$ cat src/rtl/fmhost_pkg.sv
package fmhost_pkg;

    localparam int NBANK   = 2;
    localparam int TA_W    = 10;
    localparam int TB_W    = 8;
    localparam int TA_LO_W = TA_W - 8;

    localparam logic [7:0] RG_TA_HI = 8'h24;
    localparam logic [7:0] RG_TA_LO = 8'h25;
    localparam logic [7:0] RG_TB    = 8'h26;
    localparam logic [7:0] RG_CTRL  = 8'h27;

    // a register write as carried on the strobe
    typedef struct packed {
        logic       bank;
        logic [7:0] regno;
        logic [7:0] data;
    } wr_t;

    // timer control as stored from the control register
    typedef struct packed {
        logic [1:0] mode;
        logic       en_b;
        logic       en_a;
        logic       run_b;
        logic       run_a;
    } tctrl_t;

    function automatic logic [7:0] status_byte(input logic busy,
                                               input logic flag_b,
                                               input logic flag_a);
        return {busy, 5'b0, flag_b, flag_a};
    endfunction

endpackage

$ cat src/rtl/fmhost_port_dec.sv
module fmhost_port_dec
    import fmhost_pkg::*;
(
    input  logic       clk,
    input  logic       rst,
    input  logic       we,
    input  logic [1:0] addr,
    input  logic [7:0] wdata,
    output logic       data_wr,
    output logic       stb,
    output wr_t        wr
);
    logic [7:0] sel_q [NBANK];
    logic       bank;

    assign bank    = addr[1];
    assign data_wr = we && addr[0];

    always_ff @(posedge clk) begin
        if (rst) begin
            for (int b = 0; b < NBANK; b++) sel_q[b] <= 8'h00;
            stb <= 1'b0;
            wr  <= '0;
        end else begin
            stb <= data_wr;
            if (we && !addr[0]) sel_q[bank] <= wdata;
            if (data_wr) begin
                wr.bank  <= bank;
                wr.regno <= sel_q[bank];
                wr.data  <= wdata;
            end
        end
    end

endmodule

$ cat src/rtl/fmhost_busy.sv
module fmhost_busy #(
    parameter int BUSY_CYCLES = 32
) (
    input  logic clk,
    input  logic rst,
    input  logic start,
    output logic busy
);
    localparam int CW = $clog2(BUSY_CYCLES + 1);

    logic [CW-1:0] cnt;

    always_ff @(posedge clk) begin
        if (rst)
            cnt <= '0;
        else if (start)
            cnt <= CW'(BUSY_CYCLES);
        else if (cnt != '0)
            cnt <= cnt - 1'b1;
    end

    assign busy = (cnt != '0);

endmodule

$ cat src/rtl/fmhost_timer.sv
module fmhost_timer #(
    parameter int W = 8
) (
    input  logic         clk,
    input  logic         rst,
    input  logic         run,
    input  logic         tick,
    input  logic [W-1:0] reload,
    output logic         ovf
);
    logic [W-1:0] cnt;
    logic         run_q;
    logic         at_max;

    assign at_max = (cnt == {W{1'b1}});

    always_ff @(posedge clk) begin
        if (rst) begin
            cnt   <= '0;
            run_q <= 1'b0;
            ovf   <= 1'b0;
        end else begin
            run_q <= run;
            ovf   <= 1'b0;
            if (run && !run_q) begin
                cnt <= reload;
            end else if (run && tick) begin
                if (at_max) begin
                    cnt <= reload;
                    ovf <= 1'b1;
                end else begin
                    cnt <= cnt + 1'b1;
                end
            end
        end
    end

endmodule

$ cat src/rtl/fmhost_regs.sv
module fmhost_regs
    import fmhost_pkg::*;
#(
    parameter int BUSY_CYCLES = 32
) (
    input  logic       clk,
    input  logic       rst,
    input  logic       tick,
    input  logic       bus_we,
    input  logic [1:0] bus_addr,
    input  logic [7:0] bus_wdata,
    output logic [7:0] bus_rdata,
    output logic       wr_stb,
    output logic       wr_bank,
    output logic [7:0] wr_reg,
    output logic [7:0] wr_data,
    output logic [1:0] ch3_mode,
    output logic       ovf_a,
    output logic       ovf_b
);
    logic         data_wr;
    logic         stb;
    wr_t          wr;
    logic         busy;
    logic         gstb;
    logic [7:0]   ta_hi;
    logic [TA_LO_W-1:0] ta_lo;
    logic [TB_W-1:0]    tb_val;
    tctrl_t       ctl;
    logic         flag_a, flag_b;
    logic         clr_a, clr_b;

    fmhost_port_dec u_dec (
        .clk     (clk),
        .rst     (rst),
        .we      (bus_we),
        .addr    (bus_addr),
        .wdata   (bus_wdata),
        .data_wr (data_wr),
        .stb     (stb),
        .wr      (wr)
    );

    fmhost_busy #(.BUSY_CYCLES(BUSY_CYCLES)) u_busy (
        .clk   (clk),
        .rst   (rst),
        .start (data_wr),
        .busy  (busy)
    );

    // global registers live in bank 0 only
    assign gstb  = stb && !wr.bank;
    assign clr_a = gstb && (wr.regno == RG_CTRL) && wr.data[4];
    assign clr_b = gstb && (wr.regno == RG_CTRL) && wr.data[5];

    always_ff @(posedge clk) begin
        if (rst) begin
            ta_hi  <= '0;
            ta_lo  <= '0;
            tb_val <= '0;
            ctl    <= '0;
        end else if (gstb) begin
            case (wr.regno)
                RG_TA_HI: ta_hi  <= wr.data;
                RG_TA_LO: ta_lo  <= wr.data[TA_LO_W-1:0];
                RG_TB:    tb_val <= wr.data[TB_W-1:0];
                RG_CTRL:  ctl    <= '{mode:  wr.data[7:6],
                                      en_b:  wr.data[3],
                                      en_a:  wr.data[2],
                                      run_b: wr.data[1],
                                      run_a: wr.data[0]};
                default: ;
            endcase
        end
    end

    fmhost_timer #(.W(TA_W)) u_tmr_a (
        .clk    (clk),
        .rst    (rst),
        .run    (ctl.run_a),
        .tick   (tick),
        .reload ({ta_hi, ta_lo}),
        .ovf    (ovf_a)
    );

    fmhost_timer #(.W(TB_W)) u_tmr_b (
        .clk    (clk),
        .rst    (rst),
        .run    (ctl.run_b),
        .tick   (tick),
        .reload (tb_val),
        .ovf    (ovf_b)
    );

    // a new overflow wins over a clear in the same cycle
    always_ff @(posedge clk) begin
        if (rst) begin
            flag_a <= 1'b0;
            flag_b <= 1'b0;
        end else begin
            if (ovf_a && ctl.en_a) flag_a <= 1'b1;
            else if (clr_a)        flag_a <= 1'b0;
            if (ovf_b && ctl.en_b) flag_b <= 1'b1;
            else if (clr_b)        flag_b <= 1'b0;
        end
    end

    assign bus_rdata = status_byte(busy, flag_b, flag_a);
    assign wr_stb    = stb;
    assign wr_bank   = wr.bank;
    assign wr_reg    = wr.regno;
    assign wr_data   = wr.data;
    assign ch3_mode  = ctl.mode;

endmodule

$ cat config.mk
export PLATFORM = sky130hd
export DESIGN_NAME = fmhost_regs
export DESIGN_NICKNAME = d
export VERILOG_FILES = /design/src/rtl/fmhost_pkg.sv /design/src/rtl/fmhost_port_dec.sv /design/src/rtl/fmhost_busy.sv /design/src/rtl/fmhost_timer.sv /design/src/rtl/fmhost_regs.sv
export SDC_FILE = /design/constraint.sdc
export NUM_CORES = 1
export LEC_CHECK = 0
export ABC_AREA = 1
export ABC_CLOCK_PERIOD_IN_PS = 4100
export BUFFER_PORTS_ARGS = -buffer_cell sky130_fd_sc_hd__clkbuf_2
export CORE_UTILIZATION = 30
export CTS_CLUSTER_SIZE = 30
export DETAILED_ROUTE_END_ITERATION = 10
export GPL_TIMING_DRIVEN = 1
export SLEW_MARGIN = 20
export SYNTH_ARGS = -nofsm -noshare
export SYNTH_HDL_FRONTEND = slang
export SYNTH_SLANG_ARGS = --single-unit
$ cat constraint.sdc
create_clock -name clk -period 4.1 [get_ports clk]
set_input_delay 0.205 -clock clk [delete_from_list [all_inputs] [get_ports clk]]
set_output_delay 0.205 -clock clk [all_outputs]
set_load 0.02 [all_outputs]
## After elaboration in Yosys (flattened, before gate mapping)

Memory sizes are Yosys's and may differ from the RTL's. A register that Yosys moved wholly into a read port is not among the register bits.
Cells that the tools add are included.

| storage, ports and cells | value |
|---|---|
| word-level logic and storage cells | 85 |
| bits in registers | 64 |
| bits in writable memories | 16 |
| output and inout bits | 30 |
| memories kept | 1 |
| input port bits | 14 |

Memory list:

| memory | words | bits a word | read ports | clocked after memory_dff | wr ports | RTL line | source |
|---|---|---|---|---|---|---|---|
| u_dec.sel_q | 2 | 8 | 1 | 1 | 2 | fmhost_port_dec.sv:13 | `logic [7:0] sel_q [NBANK];` |

| operators by class | value |
|---|---|
| add/sub/neg operators | 3 |
| mux-type cells | 22 |
| equal/unequal tests | 6 |
| reduce and logical (&&, ||, !) cells | 30 |
| bitwise operators | 2 |

Operators with widths:

| cell | count |
|---|---|
| equality test 8 x 6 -> 1 bit, second input constant | 4 |
| two-way mux 8 bit | 4 |
| two-way mux 10 bit | 3 |
| two-way mux 1 bit | 13 |
| logical AND 1 bit | 12 |
| two-way mux 6 bit | 2 |
| adder 10 x 1 -> 10 bit, second input constant | 1 |
| equality test 10 bit, second input constant | 1 |
| nonzero test 2 bit | 5 |
| adder 8 x 1 -> 8 bit, second input constant | 1 |
| equality test 8 bit, second input constant | 1 |
| AND reduction 2 bit | 4 |
| OR reduction 8 bit | 1 |
| nonzero test 6 bit | 1 |
| OR reduction 3 bit | 2 |
| subtractor 6 x 1 -> 6 bit, second input constant | 1 |
| zero test 1 bit | 4 |
| NOT 1 bit | 2 |
| OR reduction 2 bit | 1 |

## Longest topological paths before layout

| depth | value |
|---|---|
| depth in word-level cells | 7 |
| gate-level depth with buffers | 10 |
| mapped depth without buffers | 10 |

## Cells and area by module

A second synthesis with hierarchy kept.

| unflattened totals | value |
|---|---|
| cells, all modules | 593 |
| area, all modules | 4347.9 um^2 |

By module, submodules not included:

| module | cells an instance | instances | seq. area each (um^2) | area an instance (um^2) |
|---|---|---|---|---|
| fmhost_port_dec | 156 | 1 | 840.8 | 1380.1 |
| fmhost_regs | 172 | 1 | 520.5 | 1217.4 |
| fmhost_timer at u_tmr_a | 129 | 1 | 240.2 | 820.8 |
| fmhost_timer at u_tmr_b | 99 | 1 | 200.2 | 631.9 |
| fmhost_busy | 37 | 1 | 120.1 | 297.8 |

## Least setup slack after synthesis

Ideal clock, no wire load.

| timing path | value |
|---|---|
| path type | input -> register |
| start | in rst |
| end | mem u_dec.sel_q[0][0] (enable) |
| arrival | 1061 ps |
| stages | 5 |
| library setup time | 329 ps |
| path buffers | 2 |
| data required time | 3771 ps |
| setup slack | 2710 ps |
| path through | clkbuf_1 > inv_1 > buf_2 > nand4_2 > nand2_1 |

RTL lines:

| element | RTL line | source |
|---|---|---|
| start: declaration | fmhost_regs.sv:7 | `input logic rst,` |
| end: declaration | fmhost_port_dec.sv:13 |  |

==> flow_metrics.tcl <==
set metrics [dict create \
    critPathLaunchType "input pin" \
    grt_max_degree 38 \
    synthToLayoutAreaGrowth_pct 14.4 \
    drtAntennaViolNets 0 \
    critPathMaxFanout 16 \
    post_cts_resized 0 \
    layout-drive-gt1-share_pct 14.7 \
    tightest_slew_ns 0.848 \
    p_leak_uw 0.00179 \
    die_x_um 116 \
    netlist_area_um2 3900 \
    drv_cap 0 \
    htree_levels 3 \
    num_rows 41 \
    min-delay-start "bus_addr[0]" \
    vias 3253 \
    ys_top_cells_by_area "dfxtp_1 37%, edfxtp_1 12%, nand2_1 8.6%" \
    root_buffer "clkbuf_16" \
    postCtsSetupBuffers 0 \
    ctsHoldBuffers 0 \
    synth_top_flop_cell "dfxtp_1" \
    outcome "completed" \
    io_buffers 38 \
    grt_pass1_wl_um 15400 \
    min_period_ns 1.74 \
    ys_types 39 \
    tns_ns 0 \
    dp_hpwl_um 6610 \
    synth_top_area_cell "dfxtp_1" \
    clock_skew_ns 0.00274 \
    antenna_found_initial 0 \
    slew_headroom_pct 43.3 \
    ys_warn_count 0 \
    ys_ff_latch 88 \
    period_share_pct 42.5 \
    drt_wl_total_um 9160 \
    dr.first_iter.drc_count 129 \
    place.gp.congestion 0.802 \
    cp-end-kind "register" \
    synth-seq-area-share_pct 49.3 \
    drt_pre_antenna_iters 4 \
    cts_buffers 9 \
    drc_errors 0 \
    hold_violations 0 \
    die_h_um 116 \
    grt_usage_pct 15.0 \
    dieArea_um2 13500 \
    r2r-start "u_tmr_b.cnt[0]$_SDFFE_PP0P_" \
    clk_latency_ns 0.34 \
    synthArstFlopShare_pct 0 \
    synth_top_area_share_pct 37.0 \
    rsz0062_at_grt "no" \
    largest_reg_flops 17 \
    antenna_cells 0 \
    wl_per_cell_um 13.0 \
    nets 544 \
    ios 44 \
    tritoncts "yes" \
    clk_pin_slew_ns 0.06 \
    ff2ff_setup_slack_ns 2.53 \
    timing.final.ws_setup_ns 2.36 \
    dp_slack_ns 2.06 \
    synth.most_common_cell "nand2_1" \
    grt-ovfl-total 0 \
    ir_drop_mv 0.158 \
    avgSynthCellArea_um2 7.81 \
    finalMaxSlewViolations 0 \
    clock_path_buffers 2 \
    power_density_nw_per_um2 449 \
    path_class "in2reg" \
    via_per_inst 4.62 \
    fin_total_pwr_uw 2000 \
    arrival_ns 1.98 \
    syn_inst 499 \
    synth_edf_count 16 \
    grt_pass1_vias 3152 \
    startpoint "rst" \
    hp-class "in2reg" \
    start_util_pct 30.8 \
    worst_ep_required_time_ns 4.34 \
    core_um2 12700 \
    fmaxAchievable_ghz 0.574 \
    clock-sinks 88 \
    finalSetupViolations 0 \
    synth_commonest_cells "89 x nand2_1, 72 x dfxtp_1, 66 x inv_1" \
]
-- worst paths after layout --
kind	to	cells past startpoint
worst max-delay path	u_dec.wr[10]$_SDFFE_PP0P_	4
worst min-delay path	u_dec.stb$_SDFF_PP0_	3
worst max register to register	u_tmr_b.cnt[3]$_SDFFE_PP0P_	9
worst min register to register	ctl[3]$_SDFFE_PP0N_	2
-- worst max-delay path: stages --
cell	delay, ns
clkbuf_2	0.26
nor2_1	0.73
clkinv_1	0.53
o32ai_1	0.24
-- cells by family after synthesis --
family,count (synthesis),share of synthesized area [%]
xor+xnor,2,0.449
fa+ha+maj,3,0.963
buf+inv,103,11.5
other cells,1,0.0962
flops,88,49.3
compound gates,121,17.1
mux,2,0.513
simple gates,179,20.1
-- power by group --
group | internal [uW] | total [uW] | switching, uW
Clock | 489 | 814 | 326
Sequential | 928 | 960 | 32.2
Combinational | 77.1 | 228 | 151
-- per-layer routing --
metal | share of wire [%] | global-route usage (%) | wire, um
met3 | 3.8 | 2.14 | 347
met2 | 48 | 24.8 | 4410
met1 | 46 | 18.8 | 4190
met4 | 2.3 | 8.03 | 212
met5 | 0 | 0 | 0
-- metrics by stage --
| step | cells | instance area, um^2 | utilization, % | hold slack [ns] |
|---|---|---|---|---|
| 6_report | 704 | 4460 | 35.2 | 0.147 |
| 5_1_grt | 704 | 4460 | 35.2 | 0.165 |
| 4_1_cts | 704 | 4460 | 35.2 | 0.139 |
| 3_5_place_dp | 688 | 4170 | 32.9 | 0.436 |
| 3_3_place_gp | 688 | 4170 | 32.9 | 0.433 |
| 2_1_floorplan | 503 | 3910 | - | 0.361 |
-- layout by cell type, fill, tap and decap left out, types with 2 or more instances in the layout --
| cell type | synthesis | layout |
|---|---|---|
| clkbuf_2 | 0 | 38 |
| o22ai_1 | 3 | 3 |
| dfxtp_1 | 72 | 72 |
| o21ai_1 | 14 | 14 |
| inv_1 | 66 | 66 |
| nor2_4 | 2 | 2 |
| a21oi_1 | 47 | 47 |
| nand2_1 | 89 | 89 |
| nand2_2 | 4 | 4 |
| mux2i_1 | 2 | 2 |
| ha_1 | 3 | 3 |
| nor4_1 | 2 | 2 |
| xnor2_1 | 2 | 2 |
| clkbuf_1 | 5 | 3 |
| clkbuf_16 | 0 | 9 |
| inv_2 | 9 | 9 |
| conb_1 | 1 | 5 |
| nand4_1 | 3 | 3 |
| o21ai_0 | 39 | 39 |
| clkinv_1 | 2 | 2 |
| nand4_2 | 2 | 2 |
| a21oi_2 | 3 | 3 |
| o21bai_1 | 3 | 3 |
| nor2_1 | 52 | 52 |
| o21ai_2 | 2 | 2 |
| o32ai_1 | 6 | 6 |
| edfxtp_1 | 16 | 16 |
| nand3_1 | 18 | 18 |
| nand3b_1 | 2 | 2 |
-- final cells by class --
cell class	instances	area, um^2
Clock inverter	3	42.5
Timing Repair Buffer	39	198
Sequential cell	88	1920
Clock buffer	13	250
Inverter	77	289
Fill cell	1325	8210
Tap cell	172	215
Multi-Input combinational cell	312	1550
No activity file was read; power rests on OpenSTA's default activity.
